==> src/rtl/lsc_pkg.sv <==
package lsc_pkg;

    // byte lanes in one stripe of a cache line
    localparam int STRIPE_BYTES = 16;
    // stripes per cache line
    localparam int LINE_STRIPES = 4;
    // lowest address bit above the byte offset inside a stripe
    localparam int MID_LO = 4;
    // lowest address bit of the broadcast compare field
    localparam int HI_LO = 14;
    // top address bit carried by a slot
    localparam int ADDR_MSB = 48;

    function automatic int idx_width(input int n);
        return (n > 1) ? $clog2(n) : 1;
    endfunction

endpackage

==> src/rtl/lsc_leader_pick.sv <==
module lsc_leader_pick #(
    parameter int N  = 8,
    parameter int IW = 3
) (
    input  logic [N-1:0]  live_i,
    output logic          found_o,
    output logic [IW-1:0] idx_o,
    output logic [N-1:0]  onehot_o
);

    // scan from the top so the lowest live slot is written last
    always_comb begin
        found_o  = 1'b0;
        idx_o    = '0;
        onehot_o = '0;
        for (int i = N - 1; i >= 0; i--) begin
            if (live_i[i]) begin
                found_o  = 1'b1;
                idx_o    = IW'(i);
                onehot_o = N'(1) << i;
            end
        end
    end

endmodule

==> src/rtl/lsc_hi_compare.sv <==
module lsc_hi_compare #(
    parameter int N    = 8,
    parameter int HI_W = 35,
    parameter int IW   = 3
) (
    input  logic [N*HI_W-1:0] hi_i,
    input  logic [IW-1:0]     lead_i,
    output logic [HI_W-1:0]   bcast_o,
    output logic [N-1:0]      eq_o
);

    // broadcast: the leader's upper field driven onto a shared bus
    always_comb begin
        bcast_o = '0;
        for (int i = 0; i < N; i++) begin
            if (IW'(i) == lead_i) begin
                bcast_o = hi_i[i*HI_W +: HI_W];
            end
        end
    end

    // one comparator per slot against the broadcast bus
    for (genvar g = 0; g < N; g++) begin : g_cmp
        assign eq_o[g] = (hi_i[g*HI_W +: HI_W] == bcast_o);
    end

endmodule

==> src/rtl/lsc_mask_merge.sv <==
module lsc_mask_merge #(
    parameter int N  = 8,
    parameter int MW = 16
) (
    input  logic [N-1:0]    grant_i,
    input  logic [N*MW-1:0] mask_i,
    output logic [MW-1:0]   ben_o
);

    logic [MW-1:0] acc [N+1];

    assign acc[0] = '0;

    for (genvar g = 0; g < N; g++) begin : g_or
        assign acc[g+1] = acc[g] | (grant_i[g] ? mask_i[g*MW +: MW] : '0);
    end

    assign ben_o = acc[N];

endmodule

==> src/rtl/lsc_coalesce_top.sv <==
module lsc_coalesce_top #(
    parameter int N_ENT    = 8,
    parameter int ADDR_MSB = lsc_pkg::ADDR_MSB,
    parameter int MASK_W   = lsc_pkg::STRIPE_BYTES
) (
    input  logic                            clk,
    input  logic                            rst_n,
    input  logic [N_ENT-1:0]                ent_live_i,
    input  logic [N_ENT*(ADDR_MSB-lsc_pkg::MID_LO+1)-1:0] ent_addr_i,
    input  logic [N_ENT*MASK_W-1:0]         ent_mask_i,
    input  logic [N_ENT*N_ENT-1:0]          mid_match_i,
    input  logic                            out_ready_i,
    output logic                            out_valid_o,
    output logic [lsc_pkg::idx_width(N_ENT)-1:0] out_leader_o,
    output logic [N_ENT-1:0]                out_grant_o,
    output logic [ADDR_MSB-lsc_pkg::MID_LO:0] out_stripe_addr_o,
    output logic [MASK_W-1:0]               out_byte_en_o,
    output logic [N_ENT-1:0]                grant_pulse_o
);

    localparam int IDX_W  = lsc_pkg::idx_width(N_ENT);
    localparam int SA_W   = ADDR_MSB - lsc_pkg::MID_LO + 1;
    localparam int HI_OFF = lsc_pkg::HI_LO - lsc_pkg::MID_LO;
    localparam int HI_W   = SA_W - HI_OFF;

    typedef struct packed {
        logic              valid;
        logic [IDX_W-1:0]  leader;
        logic [N_ENT-1:0]  grant;
        logic [SA_W-1:0]   stripe;
        logic [MASK_W-1:0] ben;
    } stage_t;

    stage_t st_d, st_q;

    logic             accept;
    logic [N_ENT-1:0] elig_live;
    logic             lead_found;
    logic [IDX_W-1:0] lead_idx;
    logic [N_ENT-1:0] lead_onehot;
    logic [N_ENT*HI_W-1:0] hi_flat;
    logic [HI_W-1:0]  hi_bcast;
    logic [N_ENT-1:0] hi_eq;
    logic [N_ENT-1:0] mid_row;
    logic [SA_W-1:0]  lead_sa;
    logic [N_ENT-1:0] grant_c;
    logic [MASK_W-1:0] ben_c;

    // a result leaves the stage on this cycle's edge
    assign accept = st_q.valid & out_ready_i;

    // slots leaving now must not be merged again
    assign elig_live = ent_live_i & ~(accept ? st_q.grant : '0);

    for (genvar g = 0; g < N_ENT; g++) begin : g_hi
        assign hi_flat[g*HI_W +: HI_W] = ent_addr_i[g*SA_W + HI_OFF +: HI_W];
    end

    lsc_leader_pick #(
        .N  (N_ENT),
        .IW (IDX_W)
    ) pick_i (
        .live_i   (elig_live),
        .found_o  (lead_found),
        .idx_o    (lead_idx),
        .onehot_o (lead_onehot)
    );

    lsc_hi_compare #(
        .N    (N_ENT),
        .HI_W (HI_W),
        .IW   (IDX_W)
    ) cmp_i (
        .hi_i    (hi_flat),
        .lead_i  (lead_idx),
        .bcast_o (hi_bcast),
        .eq_o    (hi_eq)
    );

    // leader's row of the bits 13:4 agreement matrix, and its stripe address
    always_comb begin
        mid_row = '0;
        lead_sa = '0;
        for (int i = 0; i < N_ENT; i++) begin
            if (IDX_W'(i) == lead_idx) begin
                mid_row = mid_match_i[i*N_ENT +: N_ENT];
                lead_sa = ent_addr_i[i*SA_W +: SA_W];
            end
        end
    end

    assign grant_c = elig_live & (lead_onehot | (mid_row & hi_eq));

    lsc_mask_merge #(
        .N  (N_ENT),
        .MW (MASK_W)
    ) merge_i (
        .grant_i (grant_c),
        .mask_i  (ent_mask_i),
        .ben_o   (ben_c)
    );

    always_comb begin
        st_d = st_q;
        if (!st_q.valid || accept) begin
            st_d.valid  = lead_found;
            st_d.leader = lead_idx;
            st_d.grant  = grant_c;
            st_d.ben    = ben_c;
            st_d.stripe = lead_found ? lead_sa : '0;
        end
    end

    always_ff @(posedge clk or negedge rst_n) begin
        if (!rst_n) begin
            st_q <= '0;
        end else begin
            st_q <= st_d;
        end
    end

    assign out_valid_o       = st_q.valid;
    assign out_leader_o      = st_q.leader;
    assign out_grant_o       = st_q.grant;
    assign out_stripe_addr_o = st_q.stripe;
    assign out_byte_en_o     = st_q.ben;
    assign grant_pulse_o     = accept ? st_q.grant : '0;

endmodule

==> config.mk <==
export PLATFORM = sky130hd
export DESIGN_NAME = lsc_coalesce_top
export DESIGN_NICKNAME = d
export VERILOG_FILES = /design/src/rtl/lsc_pkg.sv /design/src/rtl/lsc_leader_pick.sv /design/src/rtl/lsc_hi_compare.sv /design/src/rtl/lsc_mask_merge.sv /design/src/rtl/lsc_coalesce_top.sv
export SDC_FILE = /design/constraint.sdc
export NUM_CORES = 1
export LEC_CHECK = 0
export BUFFER_PORTS_ARGS = -buffer_cell sky130_fd_sc_hd__buf_4
export CORE_AREA = 2 2 248 250
export DETAILED_ROUTE_END_ITERATION = 16
export DIE_AREA = 0 0 250 252
export PLACE_DENSITY = 0.54
export SLEW_MARGIN = 20
export SYNTH_ARGS = -nofsm -noshare
export SYNTH_HDL_FRONTEND = slang
export SYNTH_HIERARCHICAL = 1
export SYNTH_SLANG_ARGS = --single-unit
==> constraint.sdc <==
create_clock -name clk -period 10.8 [get_ports clk]
set_input_delay 1.08 -clock clk [delete_from_list [all_inputs] [get_ports clk]]
set_output_delay 1.08 -clock clk [all_outputs]
set_load 0.005 [all_outputs]
==> results of run 1 <==
-- worst max path at each step --
| stage | start | endpoint | slack [ns] | depth (start not counted) |
|---|---|---|---|---|
| 3_5_place_dp | out_ready_i | out_byte_en_o[3] | 2.72 | 22 |
| 4_1_cts | out_ready_i | out_byte_en_o[3] | 3.14 | 22 |
| 5_1_grt | out_ready_i | out_byte_en_o[14] | 2.59 | 22 |
| 3_3_place_gp | out_ready_i | out_byte_en_o[12] | 2.51 | 22 |
| 2_1_floorplan | out_ready_i | out_byte_en_o[10] | 5.19 | 24 |
| 6_report | out_ready_i | out_byte_en_o[3] | 2.93 | 22 |
-- flip-flops by register name (all words and copies together), names as in the netlist --
name and flops:
out_stripe_addr_o 45, out_byte_en_o 16, out_grant_o 8, out_leader_o 3, out_valid_o 1
-- tightest hold or removal path, delay by kind of cell, from the launching register on --
family / cells / cell delay, ns
DFF: 1 / 0.34
AOI/OAI and AO/OA: 1 / 0.06
and+or+nand+nor: 1 / 0.05
-- power breakdown --
group | total, mW | leakage, nW | internal (mW) | switching (mW)
Sequential | 0.344 | 0.923 | 0.311 | 0.0326
Combinational | 1.15 | 6.70 | 0.490 | 0.656
Clock | 0.354 | 0.146 | 0.186 | 0.169
-- metal layers --
layer	share of wire [%]	track usage, %	wire [µm]
met5	0.11	0	102
met4	4.0	10.8	3720
met3	7.8	6.84	7260
met2	49	49.7	45700
met1	39	33.1	36300
-- cell type report --
type	instances	area [µm²]	area share [%]
timing repair buffer	674	5080	26.7
clock buffer	11	243	1.27
inverter	16	60.1	0.315
tap	782	978	5.14
multi-input combinational	1470	10800	56.7
antenna	2	5.00	0.0263
sequential	73	1830	9.59
clock inverter	4	52.6	0.276
==> impl_metrics.json, run 1 <==
{
  "p_leak_nw": 7.77,
  "cts.sinks": 73,
  "fmax_mhz": 127,
  "drv_cap": 0,
  "clockBufferDepth": 2,
  "via_per_inst": 5.57,
  "placed_cells": 3015,
  "whs_ns": 0.489,
  "ant_nets": 0,
  "tightest_slew_ns": 1.03,
  "holdCritPathClass": "register to register",
  "finalCritPeriodShare_pct": 72.9,
  "vias": 16900,
  "numCtsBuffers": 9,
  "pre_cts_slack_ns": 2.72,
  "crit_path_start_kind": "input pin",
  "layout_commonest_cell": "buf_4",
  "final_cells": 3032,
  "synth_area_um2": 13700,
  "gp_congestion": 1.02,
  "whs_endpoint": "out_stripe_addr_o[11]",
  "grt_pass1_vias": 17000,
  "cpMaxStageDelayCell": "nor4_1",
  "finalWirelength_um": 93100,
  "setup_viol": 0,
  "reg2reg_depth": 21,
  "slew_headroom_pct": 31.1,
  "clock-skew-final_ns": 0.0174,
  "drive_above_1_share_pct": 35.0,
  "ir_worst_vdd_mv": 0.0873,
  "synthesis.nets": 2271,
  "r2r-start": "out_valid_o",
  "layout_setup_ws_ns": 2.93,
  "cp_data_arrival_time_ns": 8.21,
  "clkTransAtPathRegs_ns": 0.07,
  "path_common_cell": "buf_4",
  "grt_overflow": 0,
  "antenna_found_initial": 9,
  "rows": 90,
  "start_util_pct": 22.8,
  "avgSynthCellArea_um2": 8.03,
  "fin_setup_tns_ns": 0,
  "final_area_um2": 19000,
  "cts_max_level": 3,
  "groute.usage.overall_pct": 28.3,
  "place_area_um2": 18700,
  "final_net_count": 2807,
  "slew_viol_final": 0,
  "area_growth_pct": 38.9,
  "path_buf_inv": 4,
  "cts_tree": "built",
  "cp.required_ns": 11.14,
  "fp.dieW_um": 250,
  "path_max_fanout": 56,
  "coreArea_um2": 60100,
  "cpLargestDelayFamily": "compound AO/OA/AOI/OAI gates",
  "whs_path_depth": 2,
  "status": "finished clean",
  "die-area_um2": 63000,
  "grt_max_degree": 187,
  "cts_hold_buffers": 0,
  "syn_inst": 1708,
  "ctsResizeCount": 0,
  "period_needed_ns": 7.87,
  "drc_errors": 0,
  "pwr_density_cell_nw_per_um2": 96.8,
  "most-common-layout-cells": "buf_4 (672), mux2i_1 (209), o21ai_0 (157), xnor2_1 (129), xor2_1 (112)",
  "ioPinCount": 644,
  "dr.pass1.iters": 5,
  "post-route-util_pct": 31.7,
  "min_from": "out_stripe_addr_o[11]",
  "path_cells": "buf_4 -> and3_1 -> nor2b_1 -> nor2_1 -> o21ai_0 -> a211oi_4 -> buf_4 -> buf_4 -> mux2i_1 -> a22oi_1 -> o311ai_0 -> a222oi_1 -> o2111ai_1 -> or4_1 -> nor4_1 -> o221a_2 -> nand2_1 -> o21ai_1 -> buf_4 -> a22oi_1 -> nand4_1 -> mux2_2",
  "synth-warning-count": 6,
  "endpoint_kind": "register",
  "hpwlAfterDp_um": 75600,
  "finalHoldViolCount": 0,
  "portBuffers": 643,
  "cts_setup_buffers": 0,
  "path_class": "input pin to register",
  "r2r_slack_ns": 3.06,
  "drt-initial-drc-count": 1717,
  "worstSkewPairLatency_ns": 0.41,
  "n_fill_cell": 6470,
  "p_total_mw": 1.84,
  "cpPeakStageDelay_ns": 0.79,
  "rsz0062_at_grt": "false",
  "wl_per_cell_um": 30.7,
  "die_y_um": 252,
  "cts.root.buffer_cell": "clkbuf_16",
  "r2r-end": "out_byte_en_o[3]",
  "grt_pass1_wl_um": 128000
}
(Power assumes the default switching activity.)
==> run 2: changes to the inputs <==
ABC_AREA = 1   (was unset)
CORE_AREA = 2 2 251 253   (was 2 2 248 250)
DIE_AREA = 0 0 253 255   (was 0 0 250 252)
PLACE_DENSITY = 0.57   (was 0.54)
clock period = 6.8 ns   (was 10.8 ns; I/O delays follow)
==> run 2 against run 1 <==
Clock-buffer cell count fell by 1. Non-clock buffer count rose by 28. Cell count rose by 45%. Clock power rose by 55%. Sequential share of layout area fell by 0.89 points. Wire length rose by 17%. Hold slack got worse by 0.27 ns. Clock skew rose by 0.0062 ns. Highest routed layer unchanged.
==> impl_metrics.json, run 2 <==
{
  "reg2reg_depth": 34,
  "fmax_mhz": 166,
  "antenna_found_initial": 13,
  "slew_viol_final": 0,
  "cts_setup_buffers": 0,
  "p_sw_mw": 1.57,
  "cp_data_arrival_time_ns": 6.39,
  "groute.usage.overall_pct": 32.2,
  "synthesis.nets": 3549,
  "cpPeakStageDelay_ns": 0.51,
  "drv_cap": 0,
  "synth_area_um2": 15100,
  "hpwlAfterDp_um": 86700,
  "fin_setup_tns_ns": 0,
  "p_total_mw": 3.05,
  "largest_reg_flops": 45,
  "most-common-layout-cells": "nand2_1 (1269), buf_4 (699), nand3_1 (319), nor2_1 (300), inv_1 (277)",
  "rows": 92,
  "p_clk_share_pct": 18.0,
  "syn_inst": 2986,
  "clockBufferDepth": 2,
  "gp_congestion": 1.06,
  "wl_per_cell_um": 24.8,
  "p_int_mw": 1.48,
  "fp.dieW_um": 253,
  "post-route-util_pct": 33.8,
  "p_comb_share_pct": 64.0,
  "path_class": "input pin to register",
  "setup_viol": 0,
  "dr.pass1.iters": 6,
  "finalWirelength_um": 109000,
  "power.share.sequential_pct": 18.1,
  "path_common_cell": "nand2_1",
  "swShare_pct": 51.6,
  "synth-warning-count": 6,
  "grt_overflow": 0,
  "cts_hold_buffers": 0,
  "endpoint_kind": "register",
  "die-area_um2": 64500,
  "cts_tree": "built",
  "finalHoldViolCount": 0,
  "p_leak_nw": 11.5,
  "pwr_density_cell_nw_per_um2": 145,
  "vias": 23000,
  "cpMaxStageDelayCell": "a21oi_4",
  "avgSynthCellArea_um2": 5.04,
  "start_util_pct": 24.2,
  "cts.root.buffer_cell": "clkbuf_16",
  "n_fill_cell": 7179,
  "clkTransAtPathRegs_ns": 0.08,
  "period_needed_ns": 6.04,
  "drc_errors": 0,
  "numCtsBuffers": 9,
  "grt_pass1_wl_um": 149000,
  "final_area_um2": 21000,
  "r2r-start": "out_valid_o",
  "layout_commonest_cell": "nand2_1",
  "coreArea_um2": 62200,
  "finalCritPeriodShare_pct": 88.8,
  "final_net_count": 4129,
  "portBuffers": 643,
  "placed_cells": 4354,
  "cts.sinks": 73,
  "grt_pass1_vias": 20400,
  "path_max_fanout": 16,
  "drive_above_1_share_pct": 24.2,
  "clock-skew-final_ns": 0.0235,
  "via_per_inst": 5.24,
  "holdCritPathClass": "input pin to async pin",
  "r2r-end": "out_byte_en_o[7]",
  "die_y_um": 255,
  "cts_max_level": 3,
  "grt_max_degree": 76,
  "area_growth_pct": 39.4,
  "rsz0062_at_grt": "false",
  "cp.required_ns": 7.15,
  "ioPinCount": 644,
  "drt-initial-drc-count": 3018,
  "place_area_um2": 20700,
  "slew_headroom_pct": 29.7,
  "ir_worst_vdd_mv": 0.138,
  "crit_path_start_kind": "input pin",
  "ant_nets": 0,
  "final_cells": 4383,
  "ctsResizeCount": 0,
  "tightest_slew_ns": 1.05,
  "r2r_slack_ns": 0.77,
  "worstSkewPairLatency_ns": 0.41,
  "status": "finished clean"
}
==> run 2: metrics by stage <==
stage	worst slack, ns	hold slack [ns]
2_1_floorplan	2.36	0.384
3_3_place_gp	0.522	0.464
3_5_place_dp	0.489	0.468
4_1_cts	0.908	0.226
5_1_grt	0.442	0.254
6_report	0.758	0.214
==> run 2: cell type report <==
cell class | count | area (µm²) | area share [%]
antenna | 13 | 32.5 | 0.155
clock buffer | 10 | 239 | 1.14
clock inverter | 6 | 50.0 | 0.238
inverter | 300 | 1130 | 5.36
multi-input combinational | 2480 | 11400 | 54.4
sequential | 73 | 1830 | 8.70
tap | 799 | 1000 | 4.76
timing repair buffer | 702 | 5300 | 25.3
==> run 2: worst max path at each step <==
stage / start / to / slack, ns / cells after the start
final: out_ready_i / out_byte_en_o[7] / 0.76 / 35
after global routing: out_valid_o / out_byte_en_o[13] / 0.44 / 34
after CTS: out_valid_o / out_byte_en_o[11] / 0.91 / 34
after detailed placement: out_ready_i / out_byte_en_o[7] / 0.49 / 35
after global placement: out_ready_i / out_byte_en_o[13] / 0.52 / 35
after floorplan: out_ready_i / out_byte_en_o[5] / 2.36 / 37
==> run 2: worst max-delay path, delay by kind of cell <==
| family | cells | cell delay (ns) |
|---|---|---|
| AO/OA/AOI/OAI | 5 | 1.55 |
| buffers and inverters | 7 | 1.21 |
| AND/OR/NAND/NOR | 23 | 2.92 |
==> run 2: routing by layer <==
layer / GRT usage [%] / part of all wire [%] / vias up
met5: 0 / 0.032 / -
met3: 8.04 / 12 / 193
met2: 48.0 / 43 / 1535
met4: 12.0 / 3.6 / 6
li1: - / - / 10600
met1: 44.4 / 42 / 10600
==> run 2: power groups by stage <==
stage                     combinational (mW)  clock, mW  sequential [mW]
final                                   1.95      0.548            0.552
after global routing                    2.10      0.572            0.559
after CTS                               1.90      0.567            0.550
after detailed placement                1.89          0            0.555
after global placement                  1.90          0            0.557
after floorplan                        0.937          0            0.558
